==> config.mk <==
export PLATFORM = sky130hd
export DESIGN_NAME = sar_serial_ctrl
export DESIGN_NICKNAME = d
export VERILOG_FILES = /design/src/rtl/sar_ctrl_pkg.sv /design/src/rtl/sar_ctrl_sync.sv /design/src/rtl/sar_ctrl_frame.sv /design/src/rtl/sar_ctrl_conv.sv /design/src/rtl/sar_serial_ctrl.sv
export SDC_FILE = /design/constraint.sdc
export NUM_CORES = 1
export LEC_CHECK = 0
export ABC_AREA = 1
export BUFFER_PORTS_ARGS = -buffer_cell sky130_fd_sc_hd__buf_2
export CORE_MARGIN = 3
export CORE_UTILIZATION = 53
export CTS_CLUSTER_DIAMETER = 30
export DETAILED_ROUTE_END_ITERATION = 16
export PLACE_DENSITY_LB_ADDON = 0.3
export SLEW_MARGIN = 30
export SYNTH_ARGS = -nofsm -noshare
export SYNTH_HDL_FRONTEND = slang
export SYNTH_HIERARCHICAL = 1
export SYNTH_SLANG_ARGS = --single-unit
==> constraint.sdc <==
create_clock -name clk -period 1.48 [get_ports clk]
set_input_delay 0.074 -clock clk [delete_from_list [all_inputs] [get_ports clk]]
set_output_delay 0.074 -clock clk [all_outputs]
set_load 0.005 [all_outputs]
==> src/rtl/sar_ctrl_pkg.sv <==
package sar_ctrl_pkg;

  // One system-clock view of the serial host pins after synchronization.
  typedef struct packed {
    logic rise;    // qualified rising edge of the I/O clock
    logic fall;    // qualified falling edge of the I/O clock
    logic bit_in;  // synchronized address bit, aligned with the edges
  } io_evt_t;

endpackage

==> src/rtl/sar_ctrl_sync.sv <==
module sar_ctrl_sync #(
  parameter int               WIDTH   = 1,
  parameter int               STAGES  = 2,
  parameter logic [WIDTH-1:0] RST_VAL = '0
) (
  input  logic             clk,
  input  logic             rst_n,
  input  logic [WIDTH-1:0] d,
  output logic [WIDTH-1:0] q
);

  logic [STAGES-1:0][WIDTH-1:0] st;

  if (STAGES == 1) begin : g_single
    always_ff @(posedge clk or negedge rst_n) begin
      if (!rst_n) st <= RST_VAL;
      else        st <= d;
    end
  end else begin : g_chain
    always_ff @(posedge clk or negedge rst_n) begin
      if (!rst_n) st <= {STAGES{RST_VAL}};
      else        st <= {st[STAGES-2:0], d};
    end
  end

  assign q = st[STAGES-1];

endmodule

==> src/rtl/sar_ctrl_frame.sv <==
module sar_ctrl_frame
  import sar_ctrl_pkg::*;
#(
  parameter int ADDR_W    = 4,
  parameter int RES_W     = 8,
  parameter int LAST_CHAN = 11
) (
  input  logic              clk,
  input  logic              rst_n,
  input  logic              active,
  input  logic              frame_start,
  input  io_evt_t           evt,
  input  logic              busy,
  input  logic              done,
  input  logic [RES_W-1:0]  result,
  output logic              dout,
  output logic [ADDR_W-1:0] chan_sel,
  output logic              sample_on,
  output logic              hold_pulse
);

  localparam int RC_W = $clog2(ADDR_W + 1);
  localparam int FC_W = $clog2(RES_W);
  localparam logic [RC_W-1:0]   RC_FULL   = RC_W'(ADDR_W);
  localparam logic [FC_W-1:0]   FC_SAMPLE = FC_W'(ADDR_W - 1);
  localparam logic [FC_W-1:0]   FC_HOLD   = FC_W'(RES_W - 1);
  localparam logic [ADDR_W-1:0] CH_LAST   = ADDR_W'(LAST_CHAN);

  logic [RC_W-1:0]   rise_cnt;
  logic [FC_W-1:0]   fall_cnt;
  logic [ADDR_W-1:0] addr_sh;
  logic [RES_W-1:0]  out_sh;
  logic              gate;

  // Edges count only inside a frame and outside the conversion window.
  assign gate = active & ~frame_start & ~busy;

  function automatic logic [ADDR_W-1:0] map_chan(input logic [ADDR_W-1:0] a);
    return (a > CH_LAST) ? '0 : a;
  endfunction

  always_ff @(posedge clk or negedge rst_n) begin
    if (!rst_n) begin
      rise_cnt   <= '0;
      fall_cnt   <= '0;
      addr_sh    <= '0;
      chan_sel   <= '0;
      sample_on  <= 1'b0;
      hold_pulse <= 1'b0;
    end else begin
      hold_pulse <= 1'b0;
      if (!active || frame_start) begin
        rise_cnt  <= '0;
        fall_cnt  <= '0;
        sample_on <= 1'b0;
      end else if (gate) begin
        if (evt.rise && rise_cnt < RC_FULL) begin
          addr_sh  <= {addr_sh[ADDR_W-2:0], evt.bit_in};
          rise_cnt <= rise_cnt + 1'b1;
        end
        if (evt.fall) begin
          if (fall_cnt == FC_HOLD) begin
            sample_on  <= 1'b0;
            hold_pulse <= 1'b1;
            fall_cnt   <= '0;
            rise_cnt   <= '0;
          end else begin
            fall_cnt <= fall_cnt + 1'b1;
            if (fall_cnt == FC_SAMPLE) begin
              chan_sel  <= map_chan(addr_sh);
              sample_on <= 1'b1;
            end
          end
        end
      end
    end
  end

  // Output shifter: tracks the result while idle or on a finished conversion.
  always_ff @(posedge clk or negedge rst_n) begin
    if (!rst_n) begin
      out_sh <= '0;
    end else if (!active || done) begin
      out_sh <= result;
    end else if (gate && evt.fall && fall_cnt != FC_HOLD) begin
      out_sh <= {out_sh[RES_W-2:0], 1'b0};
    end
  end

  assign dout = out_sh[RES_W-1];

  AST_CHAN_LEGAL: assert property (@(posedge clk) disable iff (!rst_n)
    chan_sel <= CH_LAST);
  AST_HOLD_CLOSES_SAMPLE: assert property (@(posedge clk) disable iff (!rst_n)
    hold_pulse |-> (!sample_on && $past(sample_on)));
  AST_HOLD_SINGLE: assert property (@(posedge clk) disable iff (!rst_n)
    hold_pulse |=> !hold_pulse);
  AST_IDLE_QUIET: assert property (@(posedge clk) disable iff (!rst_n)
    !active |=> (!sample_on && !hold_pulse));
  AST_IDLE_CHAN_HELD: assert property (@(posedge clk) disable iff (!rst_n)
    !active |=> $stable(chan_sel));

endmodule

==> src/rtl/sar_ctrl_conv.sv <==
module sar_ctrl_conv #(
  parameter int ADDR_W        = 4,
  parameter int RES_W         = 8,
  parameter int CONV_CYCLES   = 36,
  parameter int SELFTEST_CHAN = 11,
  parameter int SELFTEST_CODE = 128
) (
  input  logic              clk,
  input  logic              rst_n,
  input  logic              start,
  input  logic              abort,
  input  logic [ADDR_W-1:0] chan,
  input  logic [RES_W-1:0]  conv_data,
  output logic              busy,
  output logic              done,
  output logic [RES_W-1:0]  result
);

  localparam int CW = $clog2(CONV_CYCLES);
  localparam logic [CW-1:0]     CNT_LAST = CW'(CONV_CYCLES - 1);
  localparam logic [ADDR_W-1:0] ST_CHAN  = ADDR_W'(SELFTEST_CHAN);
  localparam logic [RES_W-1:0]  ST_CODE  = RES_W'(SELFTEST_CODE);

  logic [CW-1:0] cnt;

  always_ff @(posedge clk or negedge rst_n) begin
    if (!rst_n) begin
      busy   <= 1'b0;
      done   <= 1'b0;
      cnt    <= '0;
      result <= '0;
    end else begin
      done <= 1'b0;
      if (abort) begin
        busy <= 1'b0;
      end else if (start) begin
        busy <= 1'b1;
        cnt  <= '0;
      end else if (busy) begin
        if (cnt == CNT_LAST) begin
          busy   <= 1'b0;
          done   <= 1'b1;
          result <= (chan == ST_CHAN) ? ST_CODE : conv_data;
        end else begin
          cnt <= cnt + 1'b1;
        end
      end
    end
  end

  AST_ABORT_KEEPS: assert property (@(posedge clk) disable iff (!rst_n)
    abort |=> (!busy && $stable(result)));
  AST_RESULT_ONLY_ON_DONE: assert property (@(posedge clk) disable iff (!rst_n)
    !done |-> $stable(result));
  AST_DONE_ENDS_RUN: assert property (@(posedge clk) disable iff (!rst_n)
    done |-> (!busy && $past(busy) && $past(cnt) == CNT_LAST));
  AST_SELFTEST_CODE: assert property (@(posedge clk) disable iff (!rst_n)
    (done && chan == ST_CHAN) |-> result == ST_CODE);

endmodule

==> src/rtl/sar_serial_ctrl.sv <==
module sar_serial_ctrl
  import sar_ctrl_pkg::*;
#(
  parameter int ADDR_W        = 4,
  parameter int RES_W         = 8,
  parameter int CONV_CYCLES   = 36,
  parameter int SYNC_STAGES   = 2,
  parameter int LAST_CHAN     = 11,
  parameter int SELFTEST_CHAN = 11,
  parameter int SELFTEST_CODE = 128
) (
  input  logic              clk,
  input  logic              rst_n,
  input  logic              cs_n,
  input  logic              io_clk,
  input  logic              addr_in,
  input  logic [RES_W-1:0]  conv_data,
  output logic [ADDR_W-1:0] chan_sel,
  output logic              sample_on,
  output logic              hold_pulse,
  output logic              conv_busy,
  output logic              dout,
  output logic              dout_en
);

  logic       cs_s;
  logic [1:0] io_s;
  logic       cs_act_n;
  logic       active;
  logic       act_q;
  logic       io_q;
  logic       frame_start;
  logic       abort;
  logic       conv_done;
  io_evt_t    evt;
  logic [RES_W-1:0] result;

  sar_ctrl_sync #(.WIDTH(1), .STAGES(SYNC_STAGES), .RST_VAL(1'b1)) u_cs_sync (
    .clk(clk), .rst_n(rst_n), .d(cs_n), .q(cs_s)
  );

  sar_ctrl_sync #(.WIDTH(2), .STAGES(SYNC_STAGES), .RST_VAL(2'b00)) u_io_sync (
    .clk(clk), .rst_n(rst_n), .d({io_clk, addr_in}), .q(io_s)
  );

  // Qualification on the falling edge after the synchronizer's rising edges.
  always_ff @(negedge clk or negedge rst_n) begin
    if (!rst_n) cs_act_n <= 1'b1;
    else        cs_act_n <= cs_s;
  end

  assign active = ~cs_act_n;

  always_ff @(posedge clk or negedge rst_n) begin
    if (!rst_n) begin
      act_q <= 1'b0;
      io_q  <= 1'b0;
    end else begin
      act_q <= active;
      io_q  <= io_s[1];
    end
  end

  assign frame_start = active & ~act_q;
  assign abort       = frame_start & conv_busy;

  always_comb begin
    evt.rise   = active & act_q &  io_s[1] & ~io_q;
    evt.fall   = active & act_q & ~io_s[1] &  io_q;
    evt.bit_in = io_s[0];
  end

  sar_ctrl_frame #(.ADDR_W(ADDR_W), .RES_W(RES_W), .LAST_CHAN(LAST_CHAN)) u_frame (
    .clk(clk), .rst_n(rst_n), .active(active), .frame_start(frame_start),
    .evt(evt), .busy(conv_busy), .done(conv_done), .result(result),
    .dout(dout), .chan_sel(chan_sel), .sample_on(sample_on),
    .hold_pulse(hold_pulse)
  );

  sar_ctrl_conv #(
    .ADDR_W(ADDR_W), .RES_W(RES_W), .CONV_CYCLES(CONV_CYCLES),
    .SELFTEST_CHAN(SELFTEST_CHAN), .SELFTEST_CODE(SELFTEST_CODE)
  ) u_conv (
    .clk(clk), .rst_n(rst_n), .start(hold_pulse), .abort(abort),
    .chan(chan_sel), .conv_data(conv_data), .busy(conv_busy),
    .done(conv_done), .result(result)
  );

  assign dout_en = active;

  AST_CS_FOLLOWS_SYNC: assert property (@(posedge clk) disable iff (!rst_n)
    $fell(cs_act_n) |-> !cs_s);
  AST_CS_RELEASE_SYNC: assert property (@(posedge clk) disable iff (!rst_n)
    $rose(cs_act_n) |-> cs_s);
  AST_OFF_NO_EDGES: assert property (@(posedge clk) disable iff (!rst_n)
    !active |-> (!evt.rise && !evt.fall));

endmodule

==> flow_summary_export.csv <==
group,metric,value,unit
power,p_per_area,815.2,nW/um^2
cts,clk_path_buf_depth,2,
logic_synthesis,synth_area,2380,sq um
worst_setup_path,slowest_delay,0.53,ns
place,hpwl,3036,um
logic_synthesis,yosysMostFrequentCell,"nand2_1",
route,via_per_inst,4.858,
cells_and_area,design_area,3008,sq um
worst_setup_path,regToRegSetupSlack,-0.66,ns
place,gp_congestion,0.8645,
place,place_inst,362,
logic_synthesis,synth_top_area_share,48.37,%
worst_setup_path,crit_path_start_kind,"register",
logic_synthesis,synth.area.top_cells,"dfrtp_1, nand2_1, inv_1",
cells_and_area,antenna_cells,0,
hold_path,worstHoldEndpoint,"u_conv/result[4]",
logic_synthesis,avgSynthCellArea,8.439,sq um
logic_synthesis,synthDistinctLibCells,26,
worst_setup_path,crit_path_max_fanout,7,
worst_setup_path,crit_path_top_delay_cell,"dfstp_2",
cts,path_clk_slew,0.09,ns
floorplan,pin_count,22,
hold_path,hold_start,"conv_data[4]",
cts,cts-root-buf,"clkbuf_8",
power,max-vdd-ir-drop,0.5945,mV
cts,cts_max_level,2,
worst_setup_path,arrival,2.39,ns
cells_and_area,final_util,72.08,%
cells_and_area,layout-drive-gt1-share,34.65,%
sta,setup_viol,42,
sta,worst_slack,-0.6591,ns
grt,grt_pass1_wl,7941,um
logic_synthesis,ys_ff_latch,49,
cts,clk_latency,0.35,ns
worst_setup_path,crit_type,"register to register",
power,power.leakage,1.547,nW
worst_setup_path,required,1.73,ns
floorplan,rows,23,
worst_setup_path,rr_worst_depth,8,
grt,grtUsageTotal,19.40,%
cells_and_area,layout.nets,347,
sta,drv_slew,0,
floorplan,core_area,4173,sq um
grt,grt_pass1_vias,1868,
worst_setup_path,crit_chain,"inv_4, nand2_4, inv_4, nor2_4, nand3_4, nand2_4, nand2_1, nand2_1",
worst_setup_path,r2r-start,"cs_act_n",
power,finalPower,2.452,mW
grt,grt_overflow,0,
logic_synthesis,synth.net_count,301,
grt,antenna_found_initial,0,
logic_synthesis,synth_cells,282,
cts,tritoncts,"done",
route,num_vias,1841,
hold_path,hold-path-cell-count,3,
logic_synthesis,synth_common_cells,"nand2_1, dfrtp_1, inv_1",
sta,rsz0062_at_grt,"true",
logic_synthesis,yosysTopAreaCell,"dfrtp_1",
route,ant_nets,0,
floorplan,die_x,73.01,um
cts,cts_buffers,5,
logic_synthesis,synth-edff-count,0,
outcome,outcome,"finished, violations left",
logic_synthesis,async_reset_ff_share,100.0,%
floorplan,fp.dieArea,5330,sq um
outcome,violations,"setup timing",
worst_setup_path,r2r-end,"u_frame/out_sh[1]",
cells_and_area,syn_to_final_growth,26.39,%
sta,finalClockSkew,0.05379,ns
sta,worst_pin_slew,0.5924,ns
grt,grt_max_degree,49,
hold_path,hp-class,"primary input to register",
cts,cts_sinks,49,
route,drc_errors,0,
sta,relSlewSlack,60.51,%
place,dpl-instance-area,2675,sq um
route,drt_wl_total,4577,um
place,io_buffers,21,
logic_synthesis,ys_seq_area_share,51.68,%
job,cap_violations,0,
worst_setup_path,endpoint_kind,"register",
floorplan,start_util,57.03,%
route,firstDrtPassIters,4,
logic_synthesis,yosysWarnings,6,
logic_synthesis,ys.flop_type,"dfrtp_1",
sta,fin_tns_setup,-24.85,ns
floorplan,dieHeight,73.01,um
route,first_iter_violations,89,
route,routedWlPerCell,12.08,um
cells_and_area,stdcell_count,379,
sta,finalHoldViolCount,0,
[per-stage QoR]
stage / hold WS [ns] / setup WS [ns]
detailed placement: 0.1828 / -0.6418
finish: 0.01287 / -0.6591
global placement: 0.1805 / -0.6093
global route: 0.01892 / -0.7402
CTS: 0.01161 / -0.6739
floorplan: -0.2216 / -0.5519
[layout by cell type, fill, tap and decap left out, drive strengths merged]
master         n
dfstp          3
xnor2          2
nand3         16
inv           32
nand2        124
a21oi          5
o22ai          1
dlygate4sd3    4
clkbuf         8
o21ai         14
nor2          27
buf           37
dfrtp         46
xor2           1
clkinv         2
ha             6
nand4          1
[worst max-delay path: cells and delay by family (launching register included)]
| family | cells | cell delay [ns] |
|---|---|---|
| buffers and inverters | 2 | 0.10 |
| AND/OR/NAND/NOR | 6 | 0.68 |
| flip-flops | 1 | 0.53 |
[cell families (layout without fill, tap and decap cells)]
group | count (synthesis) | after routing | share of synthesized area [%]
AO/OA/AOI/OAI | 20 | 20 | 5.363
XOR/XNOR | 3 | 3 | 1.104
adder cells (fa/ha/maj) | 6 | 6 | 3.154
buffers and inverters | 37 | 83 | 6.782
flip-flops | 49 | 49 | 51.68
AND/OR/NAND/NOR | 167 | 168 | 31.91
[sequential cells by signal, indices dropped and copies added, names as in the netlist, 2 cells and up]
register / flops
u_frame/addr_sh: 4
u_frame/out_sh: 8
u_frame/fall_cnt: 3
u_io_sync/st: 2
u_frame/rise_cnt: 3
u_conv/cnt: 6
u_conv/result: 8
u_frame/chan_sel: 4
u_io_sync/q: 2
[layout make-up]
class	count	area, sq um
clock inverter	2	7.507
tap	50	62.56
clock buffer	7	76.32
inverter	32	137.6
sequential	49	1230
timing repair buffer	42	320.3
fill	316	1165
multi-input combinational	197	1174
[report_power, final]
group | internal, mW | leakage, nW | switching (mW) | total, mW
logic | 0.104 | 0.898 | 0.154 | 0.258
registers | 1.40 | 0.604 | 0.0343 | 1.43
clock network | 0.333 | 0.0452 | 0.430 | 0.763
[layer usage]
| metal | track usage (%) | wire (um) | vias up |
|---|---|---|---|
| met5 | 0 | 0 | - |
| met4 | 7.787 | 69 | 0 |
| met3 | 4.270 | 162 | 8 |
| met2 | 32.27 | 2164 | 32 |
| met1 | 24.40 | 2181 | 847 |
| li1 | - | - | 954 |
[timing repair]
item | CTS | global route
hold buffers | 4 | 0
buffers inserted | 3 | 2
hold endpoints to repair | 49 | 0
endpoints found under the setup margin | 42 | 42
gates cloned | 1 | 1
pin swaps | 17 | 9
gates resized for setup | 27 | 18
[how the worst max path moves through the flow]
stage	startpoint	end	cells past startpoint
detailed placement	cs_act_n	u_conv/cnt[4]	9
global route	cs_act_n	u_conv/cnt[5]	9
global placement	cs_act_n	u_frame/out_sh[7]	9
CTS	cs_act_n	u_conv/cnt[4]	9
finish	cs_act_n	u_frame/out_sh[1]	8
floorplan	cs_act_n	u_conv/result[1]	8
Power figures use the tool's default switching activity.
